==> src/rtl/gpio_pin_resolve.sv <==
module gpio_pin_resolve #(
  parameter int unsigned PINS = 32
) (
  input  logic            clk,
  input  logic            rst_n,
  input  logic [PINS-1:0] dout,
  input  logic [PINS-1:0] pol,
  input  logic [PINS-1:0] oe,
  input  logic [PINS-1:0] otype,
  input  logic [PINS-1:0] pu,
  input  logic [PINS-1:0] pd,
  input  logic [PINS-1:0] in_en,
  input  logic [PINS-1:0] ext_drv,
  input  logic [PINS-1:0] ext_lvl,
  output logic [PINS-1:0] pin_level,
  output logic [PINS-1:0] undef,
  output logic [PINS-1:0] conflict,
  output logic [PINS-1:0] din,
  output logic [PINS-1:0] din_chg
);

  logic [PINS-1:0] drv_lvl, drv_en, floating, raw_lvl, din_next;

  assign drv_lvl   = dout ^ pol;
  assign drv_en    = oe & ~(otype & drv_lvl);
  assign conflict  = drv_en & ext_drv & (drv_lvl ^ ext_lvl);
  assign floating  = ~(drv_en | ext_drv);
  assign raw_lvl   = (ext_lvl & ext_drv) | (drv_lvl & drv_en) | (floating & pu);
  assign undef     = conflict | (floating & ~(pu | pd));
  assign pin_level = raw_lvl & ~undef;
  assign din_next  = (pin_level & in_en) ^ pol;

  always_ff @(posedge clk or negedge rst_n) begin
    if (!rst_n) begin
      din     <= '0;
      din_chg <= '0;
    end else begin
      din_chg <= din ^ din_next;
      din     <= din_next;
    end
  end

endmodule


==> config.mk <==
export PLATFORM = sky130hd
export DESIGN_NAME = gpio_pin_resolve
export DESIGN_NICKNAME = d
export VERILOG_FILES = /design/src/rtl/gpio_pin_resolve.sv
export SDC_FILE = /design/constraint.sdc
export NUM_CORES = 1
export LEC_CHECK = 0
export BUFFER_PORTS_ARGS = -buffer_cell sky130_fd_sc_hd__buf_2
export CORE_AREA = 5 5 171 173
export CTS_CLUSTER_SIZE = 12
export DETAILED_ROUTE_END_ITERATION = 12
export DIE_AREA = 0 0 176 178
export SYNTH_ARGS = -nofsm -noshare
export SYNTH_HDL_FRONTEND = slang
export SYNTH_SLANG_ARGS = --single-unit
==> constraint.sdc <==
create_clock -name clk -period 1 [get_ports clk]
set_input_delay 0 -clock clk [delete_from_list [all_inputs] [get_ports clk]]
set_output_delay 0 -clock clk [all_outputs]
set_load 0.005 [all_outputs]
==> results.sh, run 1 <==
export IMPL_outcome="finished, violations left"
export IMPL_violations="negative setup slack"
export IMPL_cp_num_buf_inv=3
export IMPL_dieArea_mm2=0.0313
export IMPL_place_congestion=0.926
export IMPL_vias_per_cell=4.81
export IMPL_ys_ff_latch=64
export IMPL_final_nets=1744
export IMPL_firstDrtPassIters=7
export IMPL_whs_ns=0.0216
export IMPL_slew_viol_final=0
export IMPL_cts_max_level=3
export IMPL_cap_violations=0
export IMPL_antenna_found_initial=2
export IMPL_hpwl_um=24100
export IMPL_hold_path_class="input pin to register"
export IMPL_postSynthCellCount=781
export IMPL_p_leak_nw=5.79
export IMPL_cp_top_family="buffers and inverters"
export IMPL_synth_cell_area_mm2=0.00627
export IMPL_finalWorstSetupSlack_ns=-0.0315
export IMPL_power_density_mw_per_mm2=1010
export IMPL_yosysWarnings=0
export IMPL_postRouteAntennaNets=0
export IMPL_num_rows=61
export IMPL_fill_cells=2786
export IMPL_core_mm2=0.0275
export IMPL_grt_pass1_vias=8762
export IMPL_critical_path_slowest_cell="or2_1"
export IMPL_synth_distinct_cells=30
export IMPL_synth_compound_area_share_pct=31.4
export IMPL_start_kind="input pin"
export IMPL_vias=8698
export IMPL_min_period_over_period_pct=103
export IMPL_postSynthNetCount=1071
export IMPL_drtIter0Drc=264
export IMPL_max_freq_mhz=969
export IMPL_grt_pass1_wl_um=42900
export IMPL_min_period_ns=1.03
export IMPL_clock_sinks=64
export IMPL_remaining_drc_errors=0
export IMPL_seq_area_frac_synth_pct=25.5
export IMPL_async_reset_ff_share_pct=100
export IMPL_wl_per_cell_um=15.7
export IMPL_vdd_drop_max_mv=0.741
export IMPL_crit_fanout=2
export IMPL_path_cells="buf_6 > xor2_2 > buf_4 > mux2i_2 > nor2_1 > or2_1 > buf_2"
export IMPL_fin_worst_skew_ns=0.00642
export IMPL_rsz0062_at_grt="true"
export IMPL_drt_total_wl_um=28400
export IMPL_ys_top_cells_by_area="dfrtp_1, xor2_1, nor2b_1"
export IMPL_grt_max_degree=65
export IMPL_path_class="input pin to primary output"
export IMPL_cp_depth=7
export IMPL_postSynthAreaPerCell_um2=8.03
export IMPL_clk_pin_slew_ns=0.06
export IMPL_synth_xor_area_share_pct=9.50
export IMPL_cp_arrival_ns=1.03
export IMPL_finalSetupViolations=2
export IMPL_layout_commonest_cell="buf_2"
export IMPL_ys_flop_type="dfrtp_1"
export IMPL_cp_end_kind="primary output"
export IMPL_final_cell_mix="buf_2, buf_4, nor2_1"
export IMPL_io_pins=450
export IMPL_cpPeakStageDelay_ns=0.22
export IMPL_cts_buffers=9
export IMPL_synth_edff_count=0
export IMPL_cp_data_required_time_ns=1.00
export IMPL_yosysTopAreaCellShare_pct=25.5
export IMPL_p_total_mw=11.5
export IMPL_pre_cts_ws_ns=-0.235
export IMPL_synth_top_cell_by_area="dfrtp_1"
export IMPL_drive_gt1_share_pct=48.4
export IMPL_cts_buffer_depth=2
export IMPL_die_h_um=178
export IMPL_track_usage_pct=16.8
export IMPL_muxShareOfSynthArea_pct=0.818
export IMPL_clock_latency_ns=0.33
export IMPL_whs_path_depth=2
export IMPL_worst_pin_slew_ns=0.515
export IMPL_die_w_um=176
export IMPL_gr_total_overflow=0
export IMPL_cts_root_buf="clkbuf_16"
export IMPL_area_delta_synth_final_pct=81.9
export IMPL_synth_top_family_by_area="compound AO/OA/AOI/OAI gates"
export IMPL_hold_violations=0
export IMPL_relSlewSlack_pct=64.8
export IMPL_synthAdderAreaFrac_pct=0
export IMPL_initial_core_util_pct=22.8
export IMPL_cts_tree="yes"
export IMPL_port_buffers=449
export IMPL_reg2regPathDepth=2
export IMPL_yosys_area_share_simple_pct=29.1
==> logic make-up (layout without fill, tap and decap cells) <==
family | count (synthesis) | after routing
buffers and inverters | 61 | 739
AND/OR/NAND/NOR | 344 | 344
other | 0 | 2
flip-flops | 64 | 64
AO/OA/AOI/OAI | 239 | 239
XOR/XNOR | 68 | 68
multiplexers | 5 | 5
==> through the flow <==
stage / std cells / cell area, um2 / util, % / TNS, ns
after floorplan: 781 / 6270 / - / 0
after global placement: 1756 / 10300 / 37.5 / -5.14
after detailed placement: 1756 / 10300 / 37.5 / -5.98
after CTS: 1804 / 11100 / 40.3 / -0.0214
after global routing: 1807 / 11400 / 41.5 / -0.291
final: 1807 / 11400 / 41.5 / -0.0350
==> final timing paths <==
| path | slack, ns | from | end |
|---|---|---|---|
| setup / recovery | -0.03 | pol[30] | undef[30] |
| hold / removal | 0.02 | pol[22] | din[22] |
| setup reg to reg | 0.19 | din[28] | din_chg[28] |
| hold reg to reg | 0.45 | din[21] | din_chg[21] |
| max in group asynchronous | 0.47 | rst_n | din_chg[24] |
| min in group asynchronous | 0.21 | rst_n | din_chg[23] |
==> timing repair <==
action / 4_1_cts / 5_1_grt
endpoints found under the setup margin: 13 / 43
hold buffers: 31 / 0
endpoints found under the hold margin: 94 / 0
gates resized for setup: 16 / 56
buffers inserted: 1 / 1
pin swaps: 8 / 11
==> area by class of cell <==
type	count	area (um2)	share of cell area (%)
tap	346	433	3.80
inverter	61	229	2.01
clock buffer	10	239	2.10
multi-input combinational	656	4810	42.2
timing repair buffer	662	3970	34.8
antenna	2	5.00	0.0439
sequential	64	1600	14.0
clock inverter	6	115	1.01
==> cells in the mapped netlist (all sizes together), types with 29 or more instances <==
master   number
nand2b       32
inv          61
a2111oi      32
dfrtp        64
a21oi        29
nor2         95
a211o        30
a221oi       29
nand2        64
nor2b        58
xor2         64
or2          33
==> where the power goes <==
part	switching, mW	total (mW)	internal [mW]
clock	1.27	3.79	2.52
combinational	2.19	4.55	2.36
sequential	0.174	3.16	2.99
total	3.64	11.5	7.86
==> registers in the layout, indices dropped and copies added, names as in the netlist <==
name     cells
din         32
din_chg     32
==> metal layers <==
layer / vias to the layer above / global-route usage [%] / share of wire, %
met2: 317 / 30.2 / 51
met1: 4080 / 18.5 / 39
met4: 0 / 7.08 / 3.4
met5: - / 0 / 0
li1: 4236 / - / -
met3: 65 / 4.83 / 6.9
Note: power is estimated with default switching activity, not from simulation.
==> inputs of run 2 (changes only) <==
==> constraint.sdc (replaced) <==
create_clock -name clk -period 1 [get_ports clk]
set_input_delay 0.25 -clock clk [delete_from_list [all_inputs] [get_ports clk]]
set_output_delay 0.25 -clock clk [all_outputs]
set_load 0.005 [all_outputs]
==> run 2 against run 1 <==
Effect of this change:
- the run still ends with negative setup slack left
- power rose by 13%
- sequential power barely moved
- setup slack got worse by 0.48 ns
- global-route usage rose by 2.3 points
- maximum frequency fell by 32%
- clock power fell by 13%
- combinational power rose by 45%
- critical endpoint is now undef[31]
==> results.sh, run 2 (same netlist as run 1, synthesis figures left out) <==
export IMPL_cap_violations=0
export IMPL_grt_max_degree=37
export IMPL_clock_sinks=64
export IMPL_m1WireLength_um=11600
export IMPL_slew_viol_final=0
export IMPL_fill_cells=2334
export IMPL_cp_end_kind="primary output"
export IMPL_hold_path_class="input pin to register"
export IMPL_diodes=0
export IMPL_vias_per_cell=4.87
export IMPL_finalSetupViolations=190
export IMPL_outcome="finished, violations left"
export IMPL_path_class="input pin to primary output"
export IMPL_initial_core_util_pct=22.8
export IMPL_rrSetupSlack_ns=0
export IMPL_placed_area_mm2=0.0119
export IMPL_top_layer="met4"
export IMPL_core_mm2=0.0275
export IMPL_clk_pin_slew_ns=0.06
export IMPL_crit_fanout=3
export IMPL_violations="negative setup slack"
export IMPL_cts_buffers=9
export IMPL_whs_ns=0.217
export IMPL_relSlewSlack_pct=71.7
export IMPL_hold_violations=0
export IMPL_top_regs="din (32), din_chg (32)"
export IMPL_drive_gt1_share_pct=69.0
export IMPL_area_delta_synth_final_pct=140
export IMPL_drt_total_wl_um=32700
export IMPL_min_from="pol[28]"
export IMPL_pre_cts_ws_ns=-0.600
export IMPL_max_freq_mhz=663
export IMPL_grt_pass1_wl_um=48900
export IMPL_cp_data_required_time_ns=0.75
export IMPL_vias=9415
export IMPL_dieArea_mm2=0.0313
export IMPL_hpwl_um=25600
export IMPL_crit_path_end="undef[31]"
export IMPL_clock_latency_ns=0.33
export IMPL_port_buffers=449
export IMPL_crit_start="dout[31]"
export IMPL_final_nets=1872
export IMPL_whs_path_depth=3
export IMPL_fin_worst_skew_ns=0.00617
export IMPL_start_kind="input pin"
export IMPL_die_w_um=176
export IMPL_stdcell_area_mm2=0.0150
export IMPL_drtIter0Drc=260
export IMPL_postRouteAntennaNets=0
export IMPL_reg2reg_to="din_chg[20]"
export IMPL_min_period_ns=1.51
export IMPL_die_h_um=178
export IMPL_cts_root_buf="clkbuf_16"
export IMPL_worst_pin_slew_ns=0.414
export IMPL_remaining_drc_errors=0
export IMPL_tns_ns=-35.69
export IMPL_met2_length_um=17500
export IMPL_io_pins=450
export IMPL_p_total_mw=13.0
export IMPL_wl_met3_um=2360
export IMPL_cp_arrival_ns=1.26
export IMPL_rsz0062_at_grt="true"
export IMPL_cts_buffer_depth=2
export IMPL_power_density_mw_per_mm2=867
export IMPL_firstDrtPassIters=5
export IMPL_gr_total_overflow=0
export IMPL_grt_pass1_vias=9784
export IMPL_num_rows=61
export IMPL_place_congestion=0.892
export IMPL_p_leak_nw=7.28
export IMPL_vdd_drop_max_mv=0.578
export IMPL_track_usage_pct=19.0
export IMPL_antenna_found_initial=1
export IMPL_r2r_start="din[20]"
export IMPL_min_period_over_period_pct=151
export IMPL_final_cell_mix="buf_2, buf_4, buf_6"
export IMPL_reg2regPathDepth=4
export IMPL_cts_tree="yes"
export IMPL_wl_per_cell_um=16.9
export IMPL_cts_max_level=3
export IMPL_finalWorstSetupSlack_ns=-0.508
[run 2: changes by cell type in the layout (fill, tap and decap cells not counted), sizes merged]
cell and change:
clkinv +2, buf +155, clkbuf +4, inv -1, dlygate4sd3 -30, bufinv -2
diode -2
[run 2: repair_timing]
item | CTS | global route
resized for setup | 370 | 159
hold buffers | 1 | 0
buffers inserted | 53 | 23
endpoints found under the setup margin | 192 | 200
pin swaps | 100 | 73
endpoints found under the hold margin | 64 | 0
[run 2: how the worst min path moves through the flow]
| stage | to |
|---|---|
| global route | din[28] |
| CTS | din[28] |
| finish | din[28] |
| detailed placement | din_chg[29] |
| global placement | din[16] |
| floorplan | din[0] |
[run 2: power breakdown]
| part | switching (mW) | total [mW] | internal (mW) | leakage [nW] |
|---|---|---|---|---|
| clock | 1.30 | 3.30 | 2.00 | 0.145 |
| combinational | 2.87 | 6.59 | 3.72 | 6.38 |
| sequential | 0.161 | 3.15 | 2.98 | 0.755 |
| total | 4.34 | 13.0 | 8.70 | 7.28 |
[run 2: layout make-up]
class | count | area (um2) | area share [%]
Clock buffer | 11 | 243 | 1.61
Clock inverter | 5 | 56.3 | 0.374
Inverter | 61 | 229 | 1.52
Multi-Input combinational cell | 656 | 6430 | 42.8
Sequential cell | 64 | 1600 | 10.7
Tap cell | 346 | 433 | 2.88
Timing Repair Buffer | 790 | 6040 | 40.2
[run 2: worst max-delay path, stage by stage]
cell and delay (ns):
buf_8 0.11, xor2_4 0.19, nand2_1 0.09, a2111oi_2 0.27, or2_1 0.21, buf_2 0.14
[run 2: stage by stage]
step	util (%)	instances
floorplan	-	781
global placement	43.4	1840
detailed placement	43.4	1840
CTS	51.7	1910
global route	54.7	1933
finish	54.7	1933
[run 2: layer usage]
metal | vias to the layer above | track usage (%)
li1 | 4486 | -
met1 | 4499 | 19.5
met2 | 356 | 36.6
met3 | 74 | 5.28
met4 | 0 | 7.54
met5 | - | 0
